File: src/rtl/swire_cfg_pkg.sv
`timescale 1ns/1ps
package swire_cfg_pkg;
  typedef struct packed {
    logic       agc_en;
    logic       gain_hi;
    logic [2:0] thd;
    logic       plim_en;
    logic [2:0] peak;
  } amp_cfg_t;

  localparam amp_cfg_t CFG_DEFAULT = '{agc_en: 1'b1, gain_hi: 1'b1, thd: 3'd0,
                                       plim_en: 1'b1, peak: 3'd7};

  // command boundaries; the pulse counts themselves are the protocol
  localparam int CMD_THD_LO  = 6;
  localparam int CMD_THD_HI  = 13;
  localparam int CMD_PEAK_LO = 16;
  localparam int CMD_PEAK_HI = 23;
endpackage

File: src/rtl/swire_run_timer.sv
`timescale 1ns/1ps
module swire_run_timer #(
  parameter int SHDN_CYC   = 20000,
  parameter int COMMIT_CYC = 17500
) (
  input  logic clk,
  input  logic rst_n,
  input  logic line_i,
  output logic rise_o,
  output logic low_hit_o,
  output logic high_hit_o
);
  localparam int MAXL  = (SHDN_CYC > COMMIT_CYC) ? SHDN_CYC : COMMIT_CYC;
  localparam int RUN_W = $clog2(MAXL + 2);
  localparam logic [RUN_W-1:0] SAT    = RUN_W'(MAXL + 1);
  localparam logic [RUN_W-1:0] SHDN_V = RUN_W'(SHDN_CYC);
  localparam logic [RUN_W-1:0] COMM_V = RUN_W'(COMMIT_CYC);

  logic             line_q;
  logic [RUN_W-1:0] run_q, run_d;

  always_comb begin
    if (line_i != line_q) run_d = RUN_W'(1);
    else if (run_q == SAT) run_d = run_q;
    else run_d = run_q + RUN_W'(1);
  end

  always_ff @(posedge clk or negedge rst_n) begin
    if (!rst_n) begin
      line_q <= 1'b0;
      run_q  <= '0;
    end else begin
      line_q <= line_i;
      run_q  <= run_d;
    end
  end

  assign rise_o     = line_i & ~line_q;
  assign low_hit_o  = ~line_i & (run_d == SHDN_V);
  assign high_hit_o = line_i & (run_d == COMM_V);


  high_run_chk: assert property (@(posedge clk) disable iff (!rst_n)
    high_hit_o |-> (line_q && !rise_o));
endmodule

File: src/rtl/swire_pulse_counter.sv
`timescale 1ns/1ps
module swire_pulse_counter #(
  parameter int CNT_W = 5
) (
  input  logic             clk,
  input  logic             rst_n,
  input  logic             enable_i,
  input  logic             rise_i,
  input  logic             clear_i,
  output logic [CNT_W-1:0] count_o
);
  localparam logic [CNT_W-1:0] CNT_MAX = {CNT_W{1'b1}};

  logic [CNT_W-1:0] count_q;

  always_ff @(posedge clk or negedge rst_n) begin
    if (!rst_n) count_q <= '0;
    else if (clear_i || !enable_i) count_q <= '0;
    else if (rise_i && count_q != CNT_MAX) count_q <= count_q + CNT_W'(1);
  end

  assign count_o = count_q;


  cnt_sat_chk: assert property (@(posedge clk) disable iff (!rst_n)
    (count_q == CNT_MAX) |=> (count_q == CNT_MAX || count_q == '0));

  cnt_step_chk: assert property (@(posedge clk) disable iff (!rst_n)
    (count_q != $past(count_q) && count_q != '0) |-> (count_q == $past(count_q) + CNT_W'(1)));
endmodule

File: src/rtl/swire_cfg_regs.sv
`timescale 1ns/1ps
module swire_cfg_regs
  import swire_cfg_pkg::*;
#(
  parameter int CNT_W = 5
) (
  input  logic             clk,
  input  logic             rst_n,
  input  logic             rise_i,
  input  logic             low_hit_i,
  input  logic             high_hit_i,
  input  logic [CNT_W-1:0] count_i,
  output logic             enable_o,
  output amp_cfg_t         cfg_o,
  output logic             valid_o,
  output logic             drop_o
);
  logic     enable_q, valid_q;
  amp_cfg_t cfg_q, cfg_next;
  logic     wake, commit, shut;
  int       cmd;

  assign wake   = !enable_q && rise_i;
  assign commit = enable_q && high_hit_i && (count_i != '0);
  assign shut   = enable_q && low_hit_i;
  assign cmd    = int'(count_i);

  always_comb begin
    cfg_next = cfg_q;
    if (cmd == 1) cfg_next.agc_en = 1'b0;
    else if (cmd == 2) cfg_next.agc_en = 1'b1;
    else if (cmd == 3) cfg_next = CFG_DEFAULT;
    else if (cmd == 4) cfg_next.gain_hi = 1'b0;
    else if (cmd == 5) cfg_next.gain_hi = 1'b1;
    else if (cmd >= CMD_THD_LO && cmd <= CMD_THD_HI) cfg_next.thd = 3'(cmd - CMD_THD_LO);
    else if (cmd == 14) cfg_next.plim_en = 1'b1;
    else if (cmd == 15) cfg_next.plim_en = 1'b0;
    else if (cmd >= CMD_PEAK_LO && cmd <= CMD_PEAK_HI) cfg_next.peak = 3'(cmd - CMD_PEAK_LO);
  end

  always_ff @(posedge clk or negedge rst_n) begin
    if (!rst_n) begin
      enable_q <= 1'b0;
      cfg_q    <= CFG_DEFAULT;
      valid_q  <= 1'b0;
    end else begin
      valid_q <= commit;
      if (wake) begin
        enable_q <= 1'b1;
        cfg_q    <= CFG_DEFAULT;
      end else begin
        if (shut) enable_q <= 1'b0;
        if (commit) cfg_q <= cfg_next;
      end
    end
  end

  assign enable_o = enable_q;
  assign cfg_o    = cfg_q;
  assign valid_o  = valid_q;
  assign drop_o   = shut || commit;


  off_cause_chk: assert property (@(posedge clk) disable iff (!rst_n)
    $fell(enable_q) |-> $past(low_hit_i));

  off_keeps_cfg_chk: assert property (@(posedge clk) disable iff (!rst_n)
    $fell(enable_q) |-> $stable(cfg_q));

  wake_default_chk: assert property (@(posedge clk) disable iff (!rst_n)
    $rose(enable_q) |-> (cfg_q == CFG_DEFAULT && !valid_q));

  strobe_single_chk: assert property (@(posedge clk) disable iff (!rst_n)
    valid_q |=> !valid_q);

  strobe_enabled_chk: assert property (@(posedge clk) disable iff (!rst_n)
    valid_q |-> enable_q);
endmodule

File: src/rtl/swire_cfg_decoder.sv
`timescale 1ns/1ps
module swire_cfg_decoder
  import swire_cfg_pkg::*;
#(
  parameter int SHDN_CYC   = 20000,
  parameter int COMMIT_CYC = 17500,
  parameter int CNT_W      = 5
) (
  input  logic       clk,
  input  logic       rst_n,
  input  logic       line_i,
  output logic       amp_en_o,
  output logic       agc_en_o,
  output logic       gain_hi_o,
  output logic [2:0] thd_sel_o,
  output logic       plim_en_o,
  output logic [2:0] peak_sel_o,
  output logic       cfg_valid_o
);
  logic             rise, low_hit, high_hit, drop, enable;
  logic [CNT_W-1:0] count;
  amp_cfg_t         cfg;

  swire_run_timer #(.SHDN_CYC(SHDN_CYC), .COMMIT_CYC(COMMIT_CYC)) u_timer (
    .clk(clk), .rst_n(rst_n), .line_i(line_i),
    .rise_o(rise), .low_hit_o(low_hit), .high_hit_o(high_hit)
  );

  swire_pulse_counter #(.CNT_W(CNT_W)) u_counter (
    .clk(clk), .rst_n(rst_n), .enable_i(enable), .rise_i(rise),
    .clear_i(drop), .count_o(count)
  );

  swire_cfg_regs #(.CNT_W(CNT_W)) u_regs (
    .clk(clk), .rst_n(rst_n), .rise_i(rise), .low_hit_i(low_hit),
    .high_hit_i(high_hit), .count_i(count), .enable_o(enable),
    .cfg_o(cfg), .valid_o(cfg_valid_o), .drop_o(drop)
  );

  assign amp_en_o   = enable;
  assign agc_en_o   = cfg.agc_en;
  assign gain_hi_o  = cfg.gain_hi;
  assign thd_sel_o  = cfg.thd;
  assign plim_en_o  = cfg.plim_en;
  assign peak_sel_o = cfg.peak;


  out_of_range_chk: assert property (@(posedge clk) disable iff (!rst_n)
    (enable && high_hit && int'(count) > CMD_PEAK_HI) |=> (cfg_valid_o && $stable(cfg)));
endmodule

File: config.mk
export PLATFORM = sky130hd
export DESIGN_NAME = swire_cfg_decoder
export DESIGN_NICKNAME = d
export VERILOG_FILES = /design/src/rtl/swire_cfg_pkg.sv /design/src/rtl/swire_run_timer.sv /design/src/rtl/swire_pulse_counter.sv /design/src/rtl/swire_cfg_regs.sv /design/src/rtl/swire_cfg_decoder.sv
export SDC_FILE = /design/constraint.sdc
export NUM_CORES = 1
export LEC_CHECK = 0
export BUFFER_PORTS_ARGS = -buffer_cell sky130_fd_sc_hd__buf_4
export CAP_MARGIN = 5
export CORE_MARGIN = 2
export CORE_UTILIZATION = 55
export CTS_CLUSTER_DIAMETER = 100
export DETAILED_ROUTE_END_ITERATION = 7
export GPL_ROUTABILITY_DRIVEN = 0
export GPL_TIMING_DRIVEN = 0
export PLACE_DENSITY = 0.74
export SYNTH_ARGS = -nofsm -noshare
export SYNTH_HDL_FRONTEND = slang
export SYNTH_SLANG_ARGS = --single-unit
export TNS_END_PERCENT = 10
File: constraint.sdc
create_clock -name clk -period 3.6 [get_ports clk]
set_input_delay 0.72 -clock clk [delete_from_list [all_inputs] [get_ports clk]]
set_output_delay 0.72 -clock clk [all_outputs]
set_load 0.05 [all_outputs]
==> run metrics, run 1 <==
Mapped Area 0.00207 sq mm; first-pass GRT wire length 7910 microns; CTS Buf Count 5; fin. max-slew vios 0; Max-Cap Viols 0; share of power burned in registers 41.3%; library cells used by synthesis 54; reg2reg setup slack 780 ps; n_diodes 0; Starting Density 57.1%; I/O pins 14; Non-Filler Instances 291; largest stage delay on the critical path 380 ps; Comb pwr share 32.1%; Clk Latency, worst-skew pair 280 ps; Post-CTS Hold Buffers 0; Final min period 2880 ps; Final ANT Viol Nets 0; final count of hold timing violations 0; Worst-Margin Slew 632 ps; RSZ-0062 raised after global routing no; P per Cell Area 461 mW/mm^2; H-tree Lvls 2; via count 1,698; Clock Power Share 26.6%; Gates resized, CTS repair 0; TritonCTS clock tree done; min-delay worst type primary input to async pin; layout cell share with drive strength beyond 1 16.5%; Internal Pwr Total 0.675 mW; Iteration-0 DRC Markers 177; Placeable Area 0.00363 sq mm; post-CTS setup buffers 0; overall power 1.07 mW; DP Cell Count 283; DR vias/cell 5.84; TritonCTS Sinks 32; Global Route Usage Sum 24.2%; WL/cell 15.4 microns; Fin Setup TNS 0 ps; clk slew on worst S/H paths 70 ps; post-detail-place hpwl 3240 microns; RR Startpoint u_timer.run_q[0]; Slowest-stage cell, CP nor4_4; final hold slack 371 ps; Ys Warns 0; Setup Skew 7.11 ps; Seq/Total Area, Yosys 39.0%; most frequently used flop master after synthesis dfrtp_1; nets 256; asr flop ratio synth 100%; status finished, final reports clean; fmax 348 MHz; initial antenna violation count 0; CP endpoint kind flop; switching power 0.396 mW; IO Port Bufs 13; Post-Syn Instances 222; gr ovfl total 0; CTS Buffer Depth 2; 1st-pass router iterations 4; Sw Ratio 37.0%; Final Cycle Share 79.9%; Place WS 476 ps; register bit total from synthesis 32; syn nets 236; setup ws final 723 ps; Die Ht 65.4 microns; syn avg cell area 9.34 sq um; kind of critical path primary input to flop; CP required 3810 ps; worst vdd ir 0.379 mV; Site Rows 22; die width 65.4 microns; leak pwr 1.03 nW; Root Buffer clkbuf_8; Max Fanout on Critical Path 10; worst r2r path cells 8; R2R Path End u_regs.cfg_o[1]; area added between synthesis and finish 11.9%; largest net degree at the start of global routing 33; Worst Setup Start Kind primary input; Residual DRC 0; EDFF count, synth 0; crit-path cells buf_4, ha_1, clkbuf_1, nand2b_1, mux2i_1, and3_1, nand4b_1, nor4_4, nand4_2, o22a_1; Final Routed Wirelength 4490 microns; final setup vio count 0; CP arrival 3090 ps; DIE AREA 0.00428 sq mm; vias in the first global route 1,657; Slew HR 57.4%
==> worst max-delay path by stage <==
stage	from	endpoint	slack [ps]	depth (start not counted)
after floorplan	line_i	u_regs.cfg_o[2]	1080	9
after global placement	line_i	u_regs.cfg_o[0]	510	10
after detailed placement	line_i	u_regs.cfg_o[0]	480	10
after CTS	line_i	u_regs.cfg_o[1]	780	10
after global routing	line_i	u_regs.cfg_o[1]	510	10
final	line_i	u_regs.cfg_o[1]	720	10
==> synth_stat cells, drive strengths merged, types with 2 or more instances <==
library cell | n | area (sq um)
dfstp | 6 | 158
nand3 | 8 | 45.0
nand2 | 18 | 67.6
dfrtp | 26 | 651
nand2b | 3 | 18.8
and3 | 4 | 25.0
clkbuf | 7 | 26.3
inv | 11 | 41.3
a211oi | 4 | 30.0
and3b | 2 | 17.5
xnor2 | 9 | 78.8
or2 | 2 | 12.5
a21oi | 9 | 45.0
nor3 | 9 | 50.1
nor2b | 3 | 18.8
xor2 | 6 | 52.6
a31oi | 2 | 12.5
nor2 | 24 | 90.1
nand4 | 5 | 52.6
o32ai | 3 | 26.3
nor4b | 6 | 65.1
o21ai | 7 | 35.0
o22a | 3 | 26.3
and4bb | 2 | 25.0
nor4 | 3 | 33.8
and2 | 7 | 43.8
mux2i | 3 | 30.0
ha | 11 | 138
==> area by class of cell <==
cell class / count / area, sq um
plain buffers: 8 / 31.3
well taps: 48 / 60.1
repair buffers: 13 / 97.6
inverters: 12 / 45.0
fillers: 326 / 1310
flip-flops and latches: 32 / 808
clock buffers: 8 / 90.1
multi-input cells: 170 / 1190
==> registers in the layout, indices dropped and copies added, names as in the netlist <==
signal,flops
u_timer.line_q,1
u_regs.enable_o,1
u_regs.valid_o,1
u_counter.count_o,5
u_timer.run_q,15
u_regs.cfg_o,9
==> stage by stage <==
step	util [%]	instance area, sq um
2_1_floorplan	-	2070
3_3_place_gp	61.4	2230
3_5_place_dp	61.4	2230
4_1_cts	63.9	2320
5_1_grt	63.9	2320
6_report	63.9	2320
==> metal layers <==
| layer | up-vias | part of all wire [%] | wire length (microns) | track usage (%) |
|---|---|---|---|---|
| met2 | 55 | 43 | 1930 | 35.2 |
| met5 | - | 0 | 0 | 0 |
| met4 | 0 | 1.2 | 55 | 7.81 |
| met3 | 6 | 5.7 | 256 | 5.14 |
| met1 | 804 | 50 | 2250 | 35.9 |
| li1 | 833 | - | - | - |
==> cell families (layout without fill, tap and decap cells) <==
kind of cell / Yosys count / in the layout / share of synthesized area, %
AO/OA/AOI/OAI: 38 / 38 / 12.7
adder cells (fa/ha/maj): 11 / 11 / 6.64
XOR/XNOR: 15 / 15 / 6.34
AND/OR/NAND/NOR: 103 / 103 / 30.2
flip-flops: 32 / 32 / 39.0
multiplexers: 3 / 3 / 1.45
buffers and inverters: 20 / 41 / 3.68
==> critical path, delay by kind of cell <==
family                     cells  cell delay [ps]
and+or+nand+nor                5             1130
buffers and inverters          2              490
muxes                          1              270
adders and majority gates      1              260
AOI/OAI and AO/OA              1              210
==> placed cells by master, fill, tap and decap left out, drive strengths merged, types with 7 or more instances in the layout <==
| cell type | n |
|---|---|
| nor2 | 24 |
| ha | 11 |
| nand3 | 8 |
| xnor2 | 9 |
| buf | 14 |
| nand2 | 18 |
| inv | 11 |
| and2 | 7 |
| o21ai | 7 |
| dfrtp | 26 |
| a21oi | 9 |
| clkbuf | 15 |
| nor3 | 9 |
==> power groups by stage <==
stage / Combinational, mW / Clock [mW] / Sequential (mW)
global route: 0.388 / 0.312 / 0.447
detailed placement: 0.336 / 0 / 0.446
global placement: 0.321 / 0 / 0.445
floorplan: 0.248 / 0 / 0.433
finish: 0.344 / 0.285 / 0.442
CTS: 0.338 / 0.293 / 0.440
Power figures use the tool's default switching activity.
==> run 2, diff against run 1 <==
--- a/config.mk
+++ b/config.mk
@@ -8,12 +8,12 @@
 export BUFFER_PORTS_ARGS = -buffer_cell sky130_fd_sc_hd__buf_4
 export CAP_MARGIN = 5
 export CORE_MARGIN = 2
-export CORE_UTILIZATION = 55
+export CORE_UTILIZATION = 54
 export CTS_CLUSTER_DIAMETER = 100
 export DETAILED_ROUTE_END_ITERATION = 7
 export GPL_ROUTABILITY_DRIVEN = 0
 export GPL_TIMING_DRIVEN = 0
-export PLACE_DENSITY = 0.74
+export PLACE_DENSITY = 0.75
 export SYNTH_ARGS = -nofsm -noshare
 export SYNTH_HDL_FRONTEND = slang
 export SYNTH_SLANG_ARGS = --single-unit
==> constraint.sdc (replaced) <==
create_clock -name clk -period 2.5 [get_ports clk]
set_input_delay 0.5 -clock clk [delete_from_list [all_inputs] [get_ports clk]]
set_output_delay 0.5 -clock clk [all_outputs]
set_load 0.05 [all_outputs]
==> run 2 against run 1 <==
The run now ends with setup timing left. Clock skew shrank 4.8 ps. Worst hold slack lost 230 ps. Global-route usage shrank 1.8 points. Critical endpoint is now u_regs.cfg_o[3]. Worst setup slack lost 820 ps. Clock power grew 46%. Utilization grew 3.0 points. Non-clock buffer count grew 7. Highest routed layer unchanged. Die area grew 1.7%. Largest cell class unchanged.
==> run metrics, run 2 (synthesis results as in run 1) <==
Setup Skew 2.30 ps (-4.81 ps); CTS Buffer Depth 2 (unchanged); fmax 384 MHz; worst vdd ir 0.427 mV (+13%); initial antenna violation count 0 (unchanged); gr ovfl total 0 (unchanged); area added between synthesis and finish 19.0%; I/O pins 14 (unchanged); worst r2r path cells 9 (+1); n_diodes 0 (unchanged); Global Route Usage Sum 22.5% (-1.8 points); min-delay worst type primary input to async pin; reg2reg setup slack -100 ps (-880 ps); leak pwr 1.09 nW (+6.5%); H-tree Lvls 2 (unchanged); register with the most flip-flops u_timer.run_q; Root Buffer clkbuf_8; Iteration-0 DRC Markers 165 (-6.8%); overall power 1.57 mW (+47%); DIE AREA 0.00435 sq mm (+1.7%); RR Startpoint u_timer.run_q[0]; fin. max-slew vios 0 (unchanged); CP required 2720 ps (-1090 ps); DR vias/cell 5.86 (+0.47%); nets 263 (+2.7%); Die Ht 66.0 microns (+0.86%); Residual DRC 0 (unchanged); largest net degree at the start of global routing 33 (unchanged); Place WS -419 ps (-895 ps); Slew HR 69.0% (+12 points); Final min period 2600 ps; Starting Density 56.2% (-0.85 points); status finished with violations; vias in the first global route 1,635 (-1.3%); Max-Cap Viols 0 (unchanged); final count of hold timing violations 0 (unchanged); first-pass GRT wire length 7420 microns (-6.2%); Final ANT Viol Nets 0 (unchanged); CP arrival 2820 ps (-270 ps); fin util 66.9% (+3.0 points); CP endpoint kind flop; TritonCTS Sinks 32 (unchanged); setup ws final -102 ps (-825 ps); # fillers 297 (-8.9%); CTS Buf Count 5 (unchanged); R2R Path End u_regs.cfg_o[3]; commonest non-fill, non-tap cells in the layout nor2_1, dfrtp_1, buf_4; Post-CTS Hold Buffers 0 (unchanged); clk slew on worst S/H paths 60 ps (about the same); Worst Setup Start Kind flop; Worst-Margin Slew 461 ps (-171 ps); Max Fanout on Critical Path 7 (-3); max reg flops 15 (unchanged); final setup vio count 9 (+9); die width 66.0 microns (+0.86%); Final Routed Wirelength 4680 microns (+4.3%); kind of critical path flop to flop; Clk Latency, worst-skew pair 290 ps (about the same); Placeable Area 0.00369 sq mm (+1.5%); Site Rows 22 (unchanged); 1st-pass router iterations 4 (unchanged); IO Port Bufs 13 (unchanged); WL/cell 15.7 microns (+1.8%); via count 1,747 (+2.9%); RSZ-0062 raised after global routing yes; failing checks setup timing; Final Cycle Share 104%; P per Cell Area 636 mW/mm^2 (+38%); TritonCTS clock tree done; post-detail-place hpwl 3090 microns (-4.6%); layout cell share with drive strength beyond 1 24.8% (+8.3 points)
==> run 2: cell count changes in the layout (fill, tap and decap cells not counted), sizes merged <==
cell    before  now
buf         14   23
clkbuf      15   13
==> run 2: layer usage <==
metal  track usage, %  routed length, microns  share of wire [%]
met5                0                       0                  0
met4             10.2                     121                2.6
met1             31.0                    2220                 47
met3             3.58                     191                4.1
met2             34.7                    2150                 46
==> run 2: what timing repair did <==
action	4_1_cts	5_1_grt
pin swaps	2	7
gates resized for setup	9	12
buffers inserted	3	6
gates cloned	0	0
setup endpoints to repair	14	15
endpoints found under the hold margin	0	0
==> run 2: how the worst max path moves through the flow <==
stage                          start              endpoint  slack, ps  cells past startpoint
floorplan           u_timer.run_q[0]       u_regs.cfg_o[2]         10                      8
global placement              line_i       u_regs.cfg_o[2]       -400                     10
detailed placement            line_i       u_regs.cfg_o[0]       -420                     10
CTS                 u_timer.run_q[0]       u_regs.cfg_o[0]          5                      9
global route        u_timer.run_q[3]  u_counter.count_o[4]       -200                      8
finish              u_timer.run_q[0]       u_regs.cfg_o[3]       -100                      9
==> run 2: worst max-delay path: stages (launching register included) <==
cell,delay [ps]
dfrtp_2,480
ha_4,180
and4bb_2,240
nand4_1,170
o2111ai_2,150
or4b_4,570
nor4_4,320
buf_4,200
a211oi_1,60
a21oi_1,160
==> run 2: final cells by class <==
type / instances / area (sq um) / share of cell area (%)
multi-input combinational: 170 / 1270 / 51.6
sequential: 32 / 811 / 32.9
timing repair buffer: 22 / 165 / 6.69
clock buffer: 8 / 90.1 / 3.65
tap: 48 / 60.1 / 2.43
inverter: 12 / 45.0 / 1.83
buffer: 6 / 23.8 / 0.963
==> run 2: stage by stage <==
stage	cell area, sq um	cells	hold WS [ps]	TNS (ps)
2_1_floorplan	2070	222	204	0
3_3_place_gp	2230	283	460	-4600
3_5_place_dp	2230	283	462	-5010
4_1_cts	2360	293	153	0
5_1_grt	2470	298	178	-2070
6_report	2470	298	141	-553
==> run 2: power by group <==
part	switching, mW	total, mW	internal, mW
clock	0.191	0.415	0.224
sequential	0.0744	0.642	0.568
combinational	0.311	0.512	0.201
total	0.576	1.57	0.993
==> run 3, diff against run 2 <==
--- a/config.mk
+++ b/config.mk
@@ -7,13 +7,16 @@
 export LEC_CHECK = 0
 export BUFFER_PORTS_ARGS = -buffer_cell sky130_fd_sc_hd__buf_4
 export CAP_MARGIN = 5
+export CELL_PAD_IN_SITES_DETAIL_PLACEMENT = 1
+export CELL_PAD_IN_SITES_GLOBAL_PLACEMENT = 1
 export CORE_MARGIN = 2
-export CORE_UTILIZATION = 54
+export CORE_UTILIZATION = 42
 export CTS_CLUSTER_DIAMETER = 100
 export DETAILED_ROUTE_END_ITERATION = 7
 export GPL_ROUTABILITY_DRIVEN = 0
 export GPL_TIMING_DRIVEN = 0
-export PLACE_DENSITY = 0.75
+export PLACE_DENSITY_LB_ADDON = 0.1
+export SKIP_LAST_GASP = 1
 export SYNTH_ARGS = -nofsm -noshare
 export SYNTH_HDL_FRONTEND = slang
 export SYNTH_SLANG_ARGS = --single-unit
==> run 3 against run 2 <==
The flow still finishes with violations (setup timing). Global-route usage decreased by 1.5 points. Die area increased by 27%. Maximum frequency increased by 3.9%. Cell area increased by 1.2%. Critical path depth unchanged. Critical endpoint is now u_regs.cfg_o[0]. Highest routed layer unchanged.
==> run metrics, run 3 (synthesis results as in run 1) <==
failing checks setup timing; Final Routed Wirelength 5120 microns (+9.3%); Setup Skew 7.18 ps (+4.88 ps); commonest non-fill, non-tap cells in the layout nor2_1, dfrtp_1, buf_4; layout cell share with drive strength beyond 1 23.9% (-0.90 points); CTS Buf Count 5 (unchanged); Root Buffer clkbuf_8; vias in the first global route 1,832 (+12%); P per Cell Area 621 mW/mm^2 (-2.4%); 1st-pass router iterations 4 (unchanged); fin. max-slew vios 0 (unchanged); Top Metal Used met4; final count of hold timing violations 0 (unchanged); clk slew on worst S/H paths 60 ps (about the same); Max Fanout on Critical Path 5 (-2); min-delay worst type primary input to async pin; worst vdd ir 0.421 mV (-1.4%); I/O pins 14 (unchanged); RR Startpoint u_timer.run_q[0]; final hold slack 156 ps (+14.8 ps); max reg flops 15 (unchanged); Iteration-0 DRC Markers 87 (-47%); crit-path cells ha_2, and4bb_2, nand4_1, o2111ai_2, or4b_4, nor4_4, buf_4, nand4_4, o22a_1; die width 74.3 microns (+13%); Final Cycle Share 100% (-3.9 points); n_diodes 0 (unchanged); Global Route Usage Sum 21.0% (-1.5 points); via count 1,745 (-0.11%); Placeable Area 0.00475 sq mm (+29%); largest net degree at the start of global routing 33 (unchanged); initial antenna violation count 0 (unchanged); first-pass GRT wire length 8830 microns (+19%); Slowest-stage cell, CP or4b_4; # fillers 570 (+92%); Residual DRC 0 (unchanged); kind of critical path flop to flop; Slew HR 69.0% (about the same); Site Rows 25 (+14%); final setup vio count 3 (-6); CP required 2700 ps (-20 ps); CP Buf/Inv Count 1 (unchanged); area added between synthesis and finish 20.5%; met2 WL 2710 microns (+26%); largest stage delay on the critical path 580 ps (about the same); nets 264 (+0.38%); register with the most flip-flops u_timer.run_q; Starting Density 43.6% (-13 points); CP arrival 2710 ps (-110 ps); Clk Latency, worst-skew pair 280 ps (about the same); register area 811 sq um (unchanged); leak pwr 1.07 nW (-2.0%); status finished with violations; Max-Cap Viols 0 (unchanged); Die Ht 74.3 microns (+13%); gr ovfl total 0 (unchanged); Final ANT Viol Nets 0 (unchanged); setup ws final -3.83 ps (+97.7 ps); IO Port Bufs 13 (unchanged); post-detail-place hpwl 3700 microns (+20%); DR vias/cell 5.49 (-6.4%); TritonCTS Sinks 32 (unchanged); Worst Setup Start Kind flop; CTS Buffer Depth 2 (unchanged); DIE AREA 0.00551 sq mm (+27%); wl on met1 2260 microns (+2.0%); RSZ-0062 raised after global routing yes; Worst-Margin Slew 462 ps (+0.883 ps); cell family with most CP delay simple AND/OR/NAND/NOR gates; fmax 399 MHz (+3.9%); Critical Path Start u_timer.run_q[0]; Final min period 2500 ps (-97.7 ps); CP endpoint kind flop; WL/cell 16.1 microns (+2.4%); H-tree Lvls 2 (unchanged); met3 WL 83 microns (-57%); multi-input logic area 0.00127 sq mm (unchanged); TritonCTS clock tree done; Place WS -494 ps (-74.4 ps)
run 3: worst paths after layout:
check | to | cells past startpoint | slack, ps
min | u_timer.run_q[2] | 1 | 160
max | u_regs.cfg_o[0] | 9 | -4
min in group clk | u_timer.line_q | 1 | 360
max in group asynchronous | u_regs.cfg_o[0] | 1 | 2000
max reg2reg | u_regs.cfg_o[0] | 9 | -4
min reg2reg | u_regs.cfg_o[6] | 2 | 540
run 3: layout make-up:
| class | instances | share of cell area, % |
|---|---|---|
| Multi-Input combinational cell | 170 | 51.0 |
| Sequential cell | 32 | 32.5 |
| Timing Repair Buffer | 22 | 7.11 |
| Tap cell | 67 | 3.36 |
| Clock buffer | 8 | 3.21 |
| Inverter | 12 | 1.80 |
| Buffer | 7 | 1.10 |
run 3: layer usage:
metal	global-route usage, %	vias up
met1	26.2	874
li1	-	850
met2	36.6	14
met5	0	-
met4	7.34	0
met3	3.79	7
run 3: report_power, final:
group	internal (mW)	switching (mW)
clock	0.198	0.182
combinational	0.206	0.318
sequential	0.568	0.0793
run 3: through the flow:
step	area (sq um)	utilization (%)	power, mW	std cells	TNS, ps
2_1_floorplan	2070	-	0.980	222	0
3_3_place_gp	2250	47.4	1.13	302	-5770
3_5_place_dp	2250	47.4	1.14	302	-6440
4_1_cts	2460	51.8	1.58	317	-1.52
5_1_grt	2500	52.5	1.68	318	-2080
6_report	2500	52.5	1.55	318	-8.37
run 3: timing repair:
action / CTS / global route
pin swaps: 8 / 1
setup buffers: 8 / 1
resized for setup: 17 / 4
hold buffers: 0 / 0
setup endpoints to repair: 16 / 15
